### src/rtl/dbg_store_pkg.sv
package dbg_store_pkg;
    localparam int XLEN   = 32;
    localparam int REG_W  = 4;
    localparam int IMM_W  = 8;
    localparam int SCALE  = 2;
    localparam logic [REG_W-1:0] PC_IDX = REG_W'(15);

    typedef struct packed {
        logic             pre;
        logic             up;
        logic             wbk;
        logic [REG_W-1:0] rn;
        logic [IMM_W-1:0] imm;
    } instr_t;

    typedef enum logic [1:0] {
        K_SKIP   = 2'd0,
        K_EXEC   = 2'd1,
        K_UNDEF  = 2'd2,
        K_UNPRED = 2'd3
    } kind_e;

    typedef struct packed {
        kind_e kind;
        logic  wbk;
    } dec_t;

    typedef enum logic {
        S_IDLE = 1'b0,
        S_REQ  = 1'b1
    } seq_e;

    function automatic logic [XLEN-1:0] scale_imm(input logic [IMM_W-1:0] v);
        return {{(XLEN-IMM_W-SCALE){1'b0}}, v, {SCALE{1'b0}}};
    endfunction
endpackage

### src/rtl/dsag_decode.sv
module dsag_decode
    import dbg_store_pkg::*;
(
    input  instr_t ins,
    input  logic   cond_pass,
    input  logic   compact_mode,
    output dec_t   dec
);
    logic is_undef;
    logic is_unpred;

    assign is_undef  = !(ins.pre || ins.up || ins.wbk);
    assign is_unpred = (ins.rn == PC_IDX) && (ins.wbk || compact_mode);

    always_comb begin
        dec.wbk = ins.wbk;
        if (!cond_pass)
            dec.kind = K_SKIP;
        else if (is_undef)
            dec.kind = K_UNDEF;
        else if (is_unpred)
            dec.kind = K_UNPRED;
        else
            dec.kind = K_EXEC;
    end
endmodule

### src/rtl/dsag_addr.sv
module dsag_addr
    import dbg_store_pkg::*;
(
    input  instr_t            ins,
    input  logic [XLEN-1:0]   base_val,
    output logic [XLEN-1:0]   off_addr,
    output logic [XLEN-1:0]   acc_addr
);
    logic [XLEN-1:0] offs;

    assign offs = scale_imm(ins.imm);

    always_comb begin
        if (ins.up)
            off_addr = base_val + offs;
        else
            off_addr = base_val - offs;
        acc_addr = ins.pre ? off_addr : base_val;
    end
endmodule

### src/rtl/dsag_seq.sv
module dsag_seq
    import dbg_store_pkg::*;
(
    input  logic             clk,
    input  logic             rst,
    input  logic             issue,
    input  dec_t             dec,
    input  logic [REG_W-1:0] rn,
    input  logic [XLEN-1:0]  acc_addr,
    input  logic [XLEN-1:0]  off_addr,
    input  logic [XLEN-1:0]  rx_data,
    input  logic             mem_ready,
    output logic             mem_valid,
    output logic [XLEN-1:0]  mem_addr,
    output logic [XLEN-1:0]  mem_data,
    output logic             busy,
    output logic             wb_en,
    output logic [REG_W-1:0] wb_idx,
    output logic [XLEN-1:0]  wb_data,
    output logic             undef_flag,
    output logic             unpred_flag
);
    seq_e             state;
    logic             wb_pend;
    logic [XLEN-1:0]  addr_q;
    logic [XLEN-1:0]  data_q;
    logic [XLEN-1:0]  wbv_q;
    logic [REG_W-1:0] idx_q;
    logic             wb_q;
    logic             und_q;
    logic             unp_q;

    always_ff @(posedge clk) begin
        if (rst) begin
            state   <= S_IDLE;
            wb_pend <= 1'b0;
            addr_q  <= '0;
            data_q  <= '0;
            wbv_q   <= '0;
            idx_q   <= '0;
            wb_q    <= 1'b0;
            und_q   <= 1'b0;
            unp_q   <= 1'b0;
        end else begin
            wb_q  <= 1'b0;
            und_q <= 1'b0;
            unp_q <= 1'b0;
            case (state)
                S_IDLE: begin
                    if (issue) begin
                        case (dec.kind)
                            K_EXEC: begin
                                addr_q  <= acc_addr;
                                data_q  <= rx_data;
                                wbv_q   <= off_addr;
                                idx_q   <= rn;
                                wb_pend <= dec.wbk;
                                state   <= S_REQ;
                            end
                            K_UNDEF:  und_q <= 1'b1;
                            K_UNPRED: unp_q <= 1'b1;
                            default: ;
                        endcase
                    end
                end
                S_REQ: begin
                    if (mem_ready) begin
                        wb_q  <= wb_pend;
                        state <= S_IDLE;
                    end
                end
                default: state <= S_IDLE;
            endcase
        end
    end

    assign mem_valid   = (state == S_REQ);
    assign busy        = (state == S_REQ);
    assign mem_addr    = addr_q;
    assign mem_data    = data_q;
    assign wb_en       = wb_q;
    assign wb_idx      = idx_q;
    assign wb_data     = wbv_q;
    assign undef_flag  = und_q;
    assign unpred_flag = unp_q;

    // request held stable while stalled
    p_hold_r8: assert property (@(posedge clk) disable iff (rst)
        (mem_valid && !mem_ready) |=> (mem_valid && $stable(mem_addr) && $stable(mem_data)));

    // writeback only right after a handshake
    p_wb_after_hs_r3: assert property (@(posedge clk) disable iff (rst)
        $rose(wb_en) |-> $past(mem_valid && mem_ready));

    // writeback strobe lasts one cycle
    p_wb_pulse_r3: assert property (@(posedge clk) disable iff (rst)
        wb_en |=> !wb_en);

    // undefined encoding produces no request
    p_undef_quiet_r4: assert property (@(posedge clk) disable iff (rst)
        (issue && !busy && dec.kind == K_UNDEF) |=> (undef_flag && !mem_valid));

    // issue while busy leaves no trace
    p_busy_ignore_r9: assert property (@(posedge clk) disable iff (rst)
        (issue && busy) |=> (!undef_flag && !unpred_flag));
endmodule

### src/rtl/dbg_store_agu.sv
module dbg_store_agu
    import dbg_store_pkg::*;
(
    input  logic              clk,
    input  logic              rst,
    input  logic              issue,
    input  logic              cond_pass,
    input  logic              compact_mode,
    input  logic              fld_p,
    input  logic              fld_u,
    input  logic              fld_w,
    input  logic [REG_W-1:0]  fld_rn,
    input  logic [IMM_W-1:0]  fld_imm,
    input  logic [XLEN-1:0]   base_val,
    input  logic [XLEN-1:0]   rx_data,
    input  logic              mem_ready,
    output logic              mem_valid,
    output logic [XLEN-1:0]   mem_addr,
    output logic [XLEN-1:0]   mem_data,
    output logic              busy,
    output logic              wb_en,
    output logic [REG_W-1:0]  wb_idx,
    output logic [XLEN-1:0]   wb_data,
    output logic              undef_flag,
    output logic              unpred_flag
);
    instr_t          ins;
    dec_t            dec;
    logic [XLEN-1:0] off_addr;
    logic [XLEN-1:0] acc_addr;

    assign ins = '{pre: fld_p, up: fld_u, wbk: fld_w, rn: fld_rn, imm: fld_imm};

    dsag_decode u_dec (
        .ins          (ins),
        .cond_pass    (cond_pass),
        .compact_mode (compact_mode),
        .dec          (dec)
    );

    dsag_addr u_addr (
        .ins      (ins),
        .base_val (base_val),
        .off_addr (off_addr),
        .acc_addr (acc_addr)
    );

    dsag_seq u_seq (
        .clk         (clk),
        .rst         (rst),
        .issue       (issue),
        .dec         (dec),
        .rn          (fld_rn),
        .acc_addr    (acc_addr),
        .off_addr    (off_addr),
        .rx_data     (rx_data),
        .mem_ready   (mem_ready),
        .mem_valid   (mem_valid),
        .mem_addr    (mem_addr),
        .mem_data    (mem_data),
        .busy        (busy),
        .wb_en       (wb_en),
        .wb_idx      (wb_idx),
        .wb_data     (wb_data),
        .undef_flag  (undef_flag),
        .unpred_flag (unpred_flag)
    );

    // failed condition has no visible effect
    p_cond_skip_r6: assert property (@(posedge clk) disable iff (rst)
        (issue && !busy && !cond_pass) |=> (!mem_valid && !undef_flag && !unpred_flag));

    // unpredictable base never reaches memory
    p_unpred_quiet_r5: assert property (@(posedge clk) disable iff (rst)
        unpred_flag |-> (!mem_valid && !undef_flag));

    // quiet right after reset
    p_reset_quiet_r10: assert property (@(posedge clk)
        $past(rst) |-> (!mem_valid && !busy && !wb_en && !undef_flag && !unpred_flag));
endmodule

### config.mk
export PLATFORM = sky130hd
export DESIGN_NAME = dbg_store_agu
export DESIGN_NICKNAME = d
export VERILOG_FILES = /design/src/rtl/dbg_store_pkg.sv /design/src/rtl/dsag_decode.sv /design/src/rtl/dsag_addr.sv /design/src/rtl/dsag_seq.sv /design/src/rtl/dbg_store_agu.sv
export SDC_FILE = /design/constraint.sdc
export NUM_CORES = 1
export LEC_CHECK = 0
export BUFFER_PORTS_ARGS = -buffer_cell sky130_fd_sc_hd__buf_2
export CORE_MARGIN = 4
export CORE_UTILIZATION = 37
export CTS_BUF_LIST = sky130_fd_sc_hd__clkbuf_16
export DETAILED_ROUTE_END_ITERATION = 6
export GPL_ROUTABILITY_DRIVEN = 0
export HOLD_SLACK_MARGIN = 0.15
export PLACE_DENSITY_LB_ADDON = 0.25
export SLEW_MARGIN = 20
export SYNTH_ARGS = -nofsm -noshare
export SYNTH_HDL_FRONTEND = slang
export SYNTH_SLANG_ARGS = --single-unit
export TNS_END_PERCENT = 1
### constraint.sdc
create_clock -name clk -period 11.05 [get_ports clk]
set_input_delay 0.5525 -clock clk [delete_from_list [all_inputs] [get_ports clk]]
set_output_delay 0.5525 -clock clk [all_outputs]
set_load 0.1 [all_outputs]
==> out/results.tsv <==
metric	value	unit
synth.most_common_cell	nand2_1	
synth-edff-count	0	
drive_gt1_share	27.9	%
post_cts_buffers	0	
setup_ws	6.50	ns
core	14800	um2
ys_ff_latch	103	
syn_nets	799	
timing.slew.headroom	33.2	%
async_reset_ff_share	0	%
place_worst_setup_slack	6.16	ns
syn_area	5640	um2
avgSynthCellArea	8.27	um2
seq_area_frac_synth	36.5	%
die-area	17300	um2
synth_top_area_share	36.5	%
crit_path_max_incr_delay	0.66	ns
setup_tns	0	ns
layout.nets	955	
placed_cells	1011	
numCtsBuffers	9	
grt_setup_unrepaired	no	
clkTransAtPathRegs	0.08	ns
reg2reg_depth	6	
path_delay_family	compound AO/OA/AOI/OAI gates	
finalHoldViolCount	0	
numPortBuffers	189	
routed_wl	16.3	mm
yosys-top-cells-area	dfxtp_1, a21oi_1, nand2_1, ha_1, mux2i_1	
cp-startpoint	fld_imm[2]	
grt_pass1_vias	5154	
cp_num_buf_inv	1	
grt_overflow_total	0	
p_per_area	164	nW/um2
required	11.31	ns
clock_skew	0.00919	ns
htreeDepth	3	
final_antenna_net_count	0	
multiInputGateArea	3300	um2
hpwl	12.3	mm
die_x	131	um
outcome	complete, no violations	
wl_per_cell	15.9	um
critPathCaptureType	register	
areaGrowthSynthToFinish	22.4	%
cts_tree	yes	
core.rowCount	44	
grt_max_degree	95	
leakagePower	3.13	nW
yosys.area.top_type	dfxtp_1	
slew_viol_final	0	
grt_pass1_wl	26.5	mm
cp_max_fo	5	
antenna_found_initial	1	
synth_cells	682	
crit_chain	buf_2 -> nor2_1 -> nor4b_1 -> nor3b_1 -> ha_1 -> mux2_2 -> ha_1 -> a21o_1 -> a221oi_4 -> o21ai_2 -> a21oi_2 -> o31ai_2 -> a41o_2 -> a41oi_4 -> mux2_4 -> a311oi_2	
min_period_over_period	41.2	%
crit_top_cell	ha_1	
io_pins	190	
finalSetupViolations	0	
period_needed	4.55	ns
num_vias	5366	
grt_usage	18.3	%
maxCapViolations	0	
clock-root-buffer	clkbuf_16	
post-route-util	46.8	%
worst_slew_pin_slew	1.00	ns
yosys_warnings	0	
ff_latch_area	2060	um2
crit_type	input port to register	
drc	0	
postCtsHoldBufs	0	
clk_latency	0.35	ns
hold_path_depth	3	
critical_path_depth	16	
finalPower	1.13	mW
finalNonFillerCells	1027	
viasPerCell	5.22	
first_pass_iters	5	
drtIter0Drc	368	
clock_path_buffers	2	
fp.dieH	131	um
yosys-top-cells-count	nand2_1, dfxtp_1, a21oi_1	
nFillCells	1515	
worstPathArrival	4.81	ns
cts_resized	0	
synth_cell_types	64	
start_util	38.2	%
peakVddDrop	0.0689	mV
reg2reg_from	u_seq.busy	
worstHoldStart	rx_data[2]	
timing.critical_path.slowest_stage_cell	nor4b_1	
cts_sinks	103	
synthFlopType	dfxtp_1	
fmaxAchievable	220	MHz
diodes	0	
cp-start-kind	input port	
hold_class	input port to register	
-- metrics by stage --
| step | area (um2) | hold slack [ns] |
|---|---|---|
| finish | 6900 | 0.433 |
| floorplan | 5640 | 0.432 |
| detailed placement | 6610 | 0.443 |
| global route | 6900 | 0.427 |
| global placement | 6610 | 0.440 |
| CTS | 6900 | 0.420 |
-- area by class of cell --
class	instances	share of cell area, %
Clock buffer	9	3.26
Clock inverter	7	0.979
Inverter	14	0.761
Multi-Input combinational cell	518	47.8
Sequential cell	103	29.9
Tap cell	184	3.33
Timing Repair Buffer	192	14.0
-- power by group --
part	total (mW)	internal, mW	switching [mW]
registers	0.406	0.395	0.0116
clock network	0.313	0.159	0.155
logic	0.413	0.102	0.311
-- final timing paths --
kind	to	slack (ns)
hold / removal	u_seq.mem_data[2]	0.43
setup reg to reg	u_seq.mem_addr[26]	8.30
setup / recovery	u_seq.mem_addr[28]	6.50
hold reg to reg	u_seq.mem_data[11]	0.45
-- sequential cells by signal, indices dropped and copies added, names as in the netlist --
signal and cells:
u_seq.wb_idx 4, u_seq.wb_en 1, u_seq.mem_data 32, u_seq.wb_data 30, u_seq.mem_addr 32, u_seq.wb_pend 1, u_seq.busy 1, u_seq.undef_flag 1
u_seq.unpred_flag 1
-- metal layers --
metal	part of all wire, %	vias up	global-route usage, %
met2	45	184	30.0
met4	1.6	2	5.48
met5	0.080	-	0
met3	5.7	23	3.82
met1	48	2431	24.4
li1	-	2726	-
-- cells by family (layout without fill, tap and decap cells) --
group,count (synthesis),in the layout,share of synthesized area (%)
compound gates,211,211,24.6
xor+xnor,33,33,5.12
fa+ha+maj,32,32,7.23
buf+inv,61,222,5.12
flops,103,103,36.5
mux,24,24,4.39
simple gates,218,218,16.9
-- placed cells by master (no fill, tap or decap), types with 3 or more instances in the layout --
| cell | count |
|---|---|
| xnor2_1 | 21 |
| o21bai_1 | 10 |
| nand3_1 | 9 |
| o211ai_1 | 3 |
| and3_2 | 3 |
| a31oi_1 | 6 |
| nor2b_1 | 4 |
| xor2_1 | 12 |
| inv_1 | 14 |
| a21o_1 | 8 |
| a211oi_1 | 20 |
| nor4b_1 | 4 |
| clkbuf_16 | 9 |
| nor3_1 | 5 |
| dfxtp_1 | 103 |
| buf_4 | 3 |
| mux2i_1 | 21 |
| a21oi_1 | 100 |
| buf_2 | 189 |
| nand2_1 | 129 |
| ha_1 | 31 |
| o31ai_1 | 4 |
| o221a_2 | 3 |
| nand4_1 | 5 |
| nor2_1 | 39 |
| o21ai_0 | 27 |
| o21a_1 | 7 |
| nand2b_1 | 3 |
-- worst reg2reg max path, cell delays in order (launching register included) --
cell and delay [ns]:
dfxtp_1 0.34, nand3b_1 0.21, nand2b_1 0.28, nor2_4 0.52
buf_4 0.77, nand3_1 0.33, o21ai_0 0.22
No activity file was read; power rests on OpenSTA's default activity.
